`config.mk`:
```
export PLATFORM = sky130hd
export DESIGN_NAME = xlat_tlb
export DESIGN_NICKNAME = d
export VERILOG_FILES = /design/src/rtl/tlb_pkg.sv /design/src/rtl/tlb_match.sv /design/src/rtl/tlb_victim.sv /design/src/rtl/xlat_tlb.sv
export SDC_FILE = /design/constraint.sdc
export NUM_CORES = 2
export LEC_CHECK = 0
export ABC_CLOCK_PERIOD_IN_PS = 6800
export BUFFER_PORTS_ARGS = -buffer_cell sky130_fd_sc_hd__clkbuf_2
export CAP_MARGIN = 25
export CORE_MARGIN = 4
export CORE_UTILIZATION = 40
export CTS_BUF_LIST = sky130_fd_sc_hd__clkbuf_16
export CTS_CLUSTER_SIZE = 28
export DETAILED_ROUTE_END_ITERATION = 10
export REMOVE_ABC_BUFFERS = 1
export SLEW_MARGIN = 30
export SYNTH_ARGS = -nofsm -noshare
export SYNTH_HDL_FRONTEND = slang
export SYNTH_SLANG_ARGS = --single-unit
```
`constraint.sdc`:
```
create_clock -name clk -period 6.8 [get_ports clk]
set_input_delay 0.68 -clock clk [delete_from_list [all_inputs] [get_ports clk]]
set_output_delay 0.68 -clock clk [all_outputs]
set_load 0.1 [all_outputs]
```
`src/rtl/tlb_pkg.sv`:
```
// Shared definitions for the translation lookaside buffer.
// Assumes a two-bit permission field: bit 0 grants read, bit 1 grants write.
package tlb_pkg;
    localparam int PERM_RD = 0;
    localparam int PERM_WR = 1;

    typedef struct packed {
        logic [1:0] perm;
        logic       cacheable;
        logic       bufferable;
    } attr_t;

    // True when the permission field allows the requested access.
    function automatic logic access_ok(input logic [1:0] perm, input logic is_write);
        return is_write ? perm[PERM_WR] : perm[PERM_RD];
    endfunction
endpackage

```
`src/rtl/tlb_match.sv`:
```
// Parallel tag comparator: one equality compare per entry, qualified by its
// valid bit. Assumes the store never holds two valid copies of one tag.
module tlb_match #(
    parameter int ENTRIES = 64,
    parameter int KEY_W   = 16
) (
    input  logic [ENTRIES-1:0] valid,
    input  logic [KEY_W-1:0]   tags [ENTRIES],
    input  logic [KEY_W-1:0]   key,
    output logic [ENTRIES-1:0] hits
);
    for (genvar g = 0; g < ENTRIES; g++) begin : g_cmp
        // Compare one entry's tag with the key.
        assign hits[g] = valid[g] && (tags[g] == key);
    end
endmodule

```
`src/rtl/tlb_victim.sv`:
```
// Replacement selector: the lowest-numbered invalid entry when one exists,
// otherwise a round-robin pointer that advances only when a valid entry is
// replaced. Assumes alloc is asserted only for fills that create a new entry.
module tlb_victim #(
    parameter int ENTRIES = 64,
    localparam int IDX_W  = $clog2(ENTRIES)
) (
    input  logic               clk,
    input  logic               rst_n,
    input  logic [ENTRIES-1:0] valid,
    input  logic               alloc,
    output logic [IDX_W-1:0]   victim
);
    logic [IDX_W-1:0] rr_q;
    logic [IDX_W-1:0] first_free;
    logic             any_free;

    // Find the lowest-numbered invalid entry.
    always_comb begin
        first_free = '0;
        any_free   = 1'b0;
        for (int i = ENTRIES - 1; i >= 0; i--) begin
            if (!valid[i]) begin
                any_free   = 1'b1;
                first_free = IDX_W'(i);
            end
        end
    end

    // Choose between the free slot and the rotating pointer.
    assign victim = any_free ? first_free : rr_q;

    // Advance the pointer each time a valid entry is evicted.
    always_ff @(posedge clk) begin
        if (!rst_n)
            rr_q <= '0;
        else if (alloc && !any_free)
            rr_q <= (rr_q == IDX_W'(ENTRIES - 1)) ? '0 : rr_q + 1'b1;
    end
endmodule

```
`src/rtl/xlat_tlb.sv`:
```
// Fully associative translation lookaside buffer for one address space.
// A lookup is answered one cycle later with hit, permission fault or miss.
// A fill installs a walker-supplied descriptor and overwrites an existing
// copy of the same page. A flush clears every entry and wins over a fill in
// the same cycle. Assumes fill data comes from a valid page descriptor.
module xlat_tlb
    import tlb_pkg::*;
#(
    parameter int VA_W      = 32,
    parameter int PA_W      = 32,
    parameter int PAGE_BITS = 16,
    parameter int ENTRIES   = 64
) (
    input  logic                      clk,
    input  logic                      rst_n,
    input  logic                      lk_valid,
    input  logic [VA_W-1:0]           lk_vaddr,
    input  logic                      lk_write,
    input  logic                      fill_valid,
    input  logic [VA_W-PAGE_BITS-1:0] fill_vpn,
    input  logic [PA_W-PAGE_BITS-1:0] fill_pfn,
    input  logic [1:0]                fill_perm,
    input  logic                      fill_cacheable,
    input  logic                      fill_bufferable,
    input  logic                      flush,
    output logic                      rsp_valid,
    output logic                      rsp_hit,
    output logic                      rsp_fault,
    output logic [PA_W-1:0]           rsp_paddr,
    output logic [1:0]                rsp_perm,
    output logic                      rsp_cacheable,
    output logic                      rsp_bufferable
);
    localparam int VPN_W = VA_W - PAGE_BITS;
    localparam int PFN_W = PA_W - PAGE_BITS;
    localparam int IDX_W = $clog2(ENTRIES);

    logic [ENTRIES-1:0] valid_q;
    logic [VPN_W-1:0]   tag_q  [ENTRIES];
    logic [PFN_W-1:0]   pfn_q  [ENTRIES];
    attr_t              attr_q [ENTRIES];

    logic [ENTRIES-1:0] lk_hits;
    logic [ENTRIES-1:0] fill_hits;
    logic [IDX_W-1:0]   victim;
    logic [IDX_W-1:0]   wr_idx;
    logic               fill_take;
    logic               fill_new;
    logic [PFN_W-1:0]   sel_pfn;
    attr_t              sel_attr;
    logic               lk_any;
    logic               allowed;

    // Convert a one-hot vector to its index (0 when empty).
    function automatic logic [IDX_W-1:0] onehot_idx(input logic [ENTRIES-1:0] v);
        logic [IDX_W-1:0] r;
        r = '0;
        for (int i = 0; i < ENTRIES; i++)
            if (v[i]) r = r | IDX_W'(i);
        return r;
    endfunction

    tlb_match #(.ENTRIES(ENTRIES), .KEY_W(VPN_W)) u_lk_match (
        .valid (valid_q),
        .tags  (tag_q),
        .key   (lk_vaddr[VA_W-1:PAGE_BITS]),
        .hits  (lk_hits)
    );

    tlb_match #(.ENTRIES(ENTRIES), .KEY_W(VPN_W)) u_fill_match (
        .valid (valid_q),
        .tags  (tag_q),
        .key   (fill_vpn),
        .hits  (fill_hits)
    );

    assign fill_take = fill_valid && !flush;
    assign fill_new  = fill_take && !(|fill_hits);

    tlb_victim #(.ENTRIES(ENTRIES)) u_victim (
        .clk    (clk),
        .rst_n  (rst_n),
        .valid  (valid_q),
        .alloc  (fill_new),
        .victim (victim)
    );

    // Write slot: the existing copy of the page, else the chosen victim.
    assign wr_idx = (|fill_hits) ? onehot_idx(fill_hits) : victim;

    // Valid bits: cleared by reset or flush, set by an accepted fill.
    always_ff @(posedge clk) begin
        if (!rst_n || flush)
            valid_q <= '0;
        else if (fill_valid)
            valid_q[wr_idx] <= 1'b1;
    end

    // Entry payload: written on an accepted fill, no reset needed.
    always_ff @(posedge clk) begin
        if (fill_take) begin
            tag_q[wr_idx]  <= fill_vpn;
            pfn_q[wr_idx]  <= fill_pfn;
            attr_q[wr_idx] <= '{perm: fill_perm, cacheable: fill_cacheable,
                                bufferable: fill_bufferable};
        end
    end

    // Gather the payload of the matching entry by masked OR.
    always_comb begin
        sel_pfn  = '0;
        sel_attr = '0;
        for (int i = 0; i < ENTRIES; i++) begin
            if (lk_hits[i]) begin
                sel_pfn  = sel_pfn | pfn_q[i];
                sel_attr = attr_t'(sel_attr | attr_q[i]);
            end
        end
    end

    assign lk_any  = |lk_hits;
    assign allowed = access_ok(sel_attr.perm, lk_write);

    // Register the lookup answer one cycle after the request.
    always_ff @(posedge clk) begin
        if (!rst_n) begin
            rsp_valid      <= 1'b0;
            rsp_hit        <= 1'b0;
            rsp_fault      <= 1'b0;
            rsp_paddr      <= '0;
            rsp_perm       <= '0;
            rsp_cacheable  <= 1'b0;
            rsp_bufferable <= 1'b0;
        end else begin
            rsp_valid <= lk_valid;
            rsp_hit   <= lk_valid && lk_any && allowed;
            rsp_fault <= lk_valid && lk_any && !allowed;
            if (lk_valid && lk_any && allowed) begin
                rsp_paddr      <= {sel_pfn, lk_vaddr[PAGE_BITS-1:0]};
                rsp_perm       <= sel_attr.perm;
                rsp_cacheable  <= sel_attr.cacheable;
                rsp_bufferable <= sel_attr.bufferable;
            end else begin
                rsp_paddr      <= '0;
                rsp_perm       <= '0;
                rsp_cacheable  <= 1'b0;
                rsp_bufferable <= 1'b0;
            end
        end
    end
endmodule

```
==> flow_metrics.env <==
export IMPL_synth_main_ff_cell="edfxtp_1"
export IMPL_nets=8270
export IMPL_worstMarginPinSlew_ns=1.08
export IMPL_initial_utilization_pct=40.2
export IMPL_combPwrFrac_pct=5.6
export IMPL_total_power_w=0.0327
export IMPL_yosys_area_top_type_share_pct=62.8
export IMPL_synth_area_leaders="edfxtp_1, xnor2_1, xor2_1"
export IMPL_powerDensity_nw_per_um2=254
export IMPL_period_needed_ns=5.92
export IMPL_synth_edf_count=2304
export IMPL_cp_end_kind="register"
export IMPL_max_vdd_ir_drop_mv=0.230
export IMPL_slew_violations=0
export IMPL_cts_tree="yes"
export IMPL_crit_path_start="fill_vpn[9]"
export IMPL_drc_errors=0
export IMPL_p_int_w=0.0251
export IMPL_via_count=78443
export IMPL_hold_viol_final=0
export IMPL_grt_pass1_vias=74289
export IMPL_insertion_delay_ns=0.93
export IMPL_synth_seq_cells=2413
export IMPL_postCtsSetupBuffers=0
export IMPL_worst_clock_skew_ns=0.0744
export IMPL_final_cell_mix="edfxtp_1, xnor2_1, xor2_1, nand4_1, buf_4"
export IMPL_layout_commonest_cell="edfxtp_1"
export IMPL_grt_max_degree=65
export IMPL_p_switching_w=0.00759
export IMPL_clk_pin_slew_worst_paths_ns=0.06
export IMPL_r2r_start="valid_q[30]"
export IMPL_p_seq_share_pct=49.8
export IMPL_wire_per_inst_microns=39.7
export IMPL_ant_nets=0
export IMPL_finalCritPeriodShare_pct=87.0
export IMPL_wl_microns=477000
export IMPL_grt_setup_unrepaired="no"
export IMPL_cts_buffers=274
export IMPL_synth_largest_area_cell="edfxtp_1"
export IMPL_startpoint_type="primary input"
export IMPL_die_area_sq_um=284000
export IMPL_place_congestion=1.03
export IMPL_critPathMaxFanout=23
export IMPL_firstDrtPassIters=8
export IMPL_holdCritPathClass="in2reg"
export IMPL_cts_repair_resized=0
export IMPL_portBuffers=112
export IMPL_critPathKind="in2reg"
export IMPL_drive_gt1_share_pct=14.5
export IMPL_worstPathRequired_ns=7.35
export IMPL_crit_chain="clkbuf_8 > buf_12 > buf_4 > buf_4 > xor2_1 > nor4_1 > nand3_1 > o32ai_2 > a221o_1 > a2111oi_2 > nand2_1 > a21oi_1 > buf_4 > nand2_1 > nor3_2 > buf_4"
export IMPL_setup_viol=0
export IMPL_async_reset_ff_share_pct=0
export IMPL_slew_headroom_pct=28.3
export IMPL_p_sw_share_pct=23.2
export IMPL_synth_cells=7657
export IMPL_drv_cap=0
export IMPL_dp_hpwl_microns=307000
export IMPL_netlist_area_sq_um=110000
export IMPL_core_area_sq_um=274000
export IMPL_fmax_ghz=0.169
export IMPL_clockPowerShare_pct=44.6
export IMPL_vias_per_cell=6.53
export IMPL_cts_hold_fix_buffers=16
export IMPL_clock_path_buffers=4
export IMPL_antenna_found_initial=31
export IMPL_seq_area_frac_synth_pct=64.8
export IMPL_cts_root_buf="clkbuf_16"
export IMPL_cp_arrival_ns=6.46
export IMPL_avgSynthCellArea_sq_um=14.4
export IMPL_dieHeight_microns=533
export IMPL_cp_slowest_stage_delay_ns=0.81
export IMPL_track_usage_pct=32.4
export IMPL_hp_start="fill_vpn[1]"
export IMPL_io_pins=113
export IMPL_p_leak_nw=39.9
export IMPL_final_setup_tns_ns=0
export IMPL_outcome="completed"
export IMPL_ys_types=90
export IMPL_die_w_microns=533
export IMPL_area_delta_synth_final_pct=16.6
export IMPL_drt_iter0_drc=12957
export IMPL_htree_levels=5
export IMPL_fillers=23634
export IMPL_overflow=0
export IMPL_cp_slowest_cell="a2111oi_2"
export IMPL_cts_sinks=2413
export IMPL_yosysWarnings=0
export IMPL_num_rows=192
export IMPL_grt_pass1_wl_microns=638000
export IMPL_crit_path_frequent_cell="buf_4"
[cells in the mapped netlist (all sizes together) (40+ instances only)]
master	number
edfxtp	2304
xnor2	1313
xor2	743
nand4	489
a22o	267
nor4	254
buf	248
a221oi	240
nand2	234
a22oi	187
nor3	180
nand3	179
clkbuf	158
nor2	147
or4	117
dfxtp	109
o22ai	40
[stage by stage]
stage | std cells | worst slack (ns) | hold WS, ns | util [%] | instance area, sq um
after floorplan | 7251 | 0.495 | 0.476 | - | 108000
after global placement | 11490 | -0.125 | 0.521 | 43.7 | 120000
after detailed placement | 11492 | 0.108 | 0.527 | 43.7 | 120000
after CTS | 11987 | 1.01 | 0.194 | 46.9 | 128000
after global routing | 11995 | 0.835 | 0.227 | 46.9 | 129000
final | 12014 | 0.882 | 0.257 | 46.9 | 129000
[sequential cells by signal, indices dropped and copies added (netlist names)]
| name | cells |
|---|---|
| u_victim.rr_q | 6 |
| tag_q | 1024 |
| rsp_fault | 1 |
| pfn_q | 1024 |
| valid_q | 64 |
| rsp_cacheable | 1 |
| rsp_perm | 2 |
| rsp_bufferable | 1 |
| rsp_valid | 1 |
| attr_q | 256 |
| rsp_paddr | 32 |
| rsp_hit | 1 |
[worst max-delay path: cells and delay by family]
| family | cells | cell delay, ns |
|---|---|---|
| xor+xnor | 1 | 0.24 |
| compound gates | 4 | 1.77 |
| buf+inv | 6 | 1.71 |
| simple gates | 5 | 1.90 |
[final cells by class]
| type | instances | area, sq um | area share, % |
|---|---|---|---|
| antenna | 27 | 67.6 | 0.0526 |
| clock buffer | 283 | 7080 | 5.51 |
| clock inverter | 196 | 1560 | 1.21 |
| inverter | 23 | 86.3 | 0.0672 |
| multi-input combinational | 4815 | 37300 | 29.0 |
| sequential | 2413 | 71400 | 55.5 |
| tap | 3589 | 4490 | 3.49 |
| timing repair buffer | 668 | 6590 | 5.13 |
[logic make-up (layout without fill, tap and decap cells)]
family / Yosys count / count (layout) / share of synthesized area [%]
buf+inv: 429 / 1170 / 2.24
compound gates: 876 / 876 / 6.55
flops: 2413 / 2413 / 64.8
mux: 5 / 5 / 0.0522
other cells: 0 / 27 / 0
xor+xnor: 2056 / 2056 / 16.4
fa+ha+maj: 1 / 1 / 0.0114
simple gates: 1877 / 1877 / 10.0
[worst paths after layout]
kind,endpoint,slack (ns),cells past startpoint
setup / recovery,tag_q[308],0.88,16
hold / removal,tag_q[881],0.26,1
setup reg to reg,tag_q[308],0.96,12
hold reg to reg,u_victim.rr_q[5],0.55,2
[per-layer routing]
| metal | track usage [%] | part of all wire (%) |
|---|---|---|
| met1 | 43.5 | 38 |
| met2 | 48.7 | 43 |
| met3 | 7.76 | 13 |
| met4 | 17.1 | 6.6 |
| met5 | 0 | 0.017 |
[power groups by stage]
stage	clock network [W]	logic, W	registers, W
3_3_place_gp	0	0.00178	0.0166
3_5_place_dp	0	0.00179	0.0166
4_1_cts	0.0147	0.00181	0.0163
5_1_grt	0.0153	0.00191	0.0163
6_report	0.0146	0.00183	0.0163
2_1_floorplan	0	0.000656	0.0166
(Power assumes the default switching activity.)
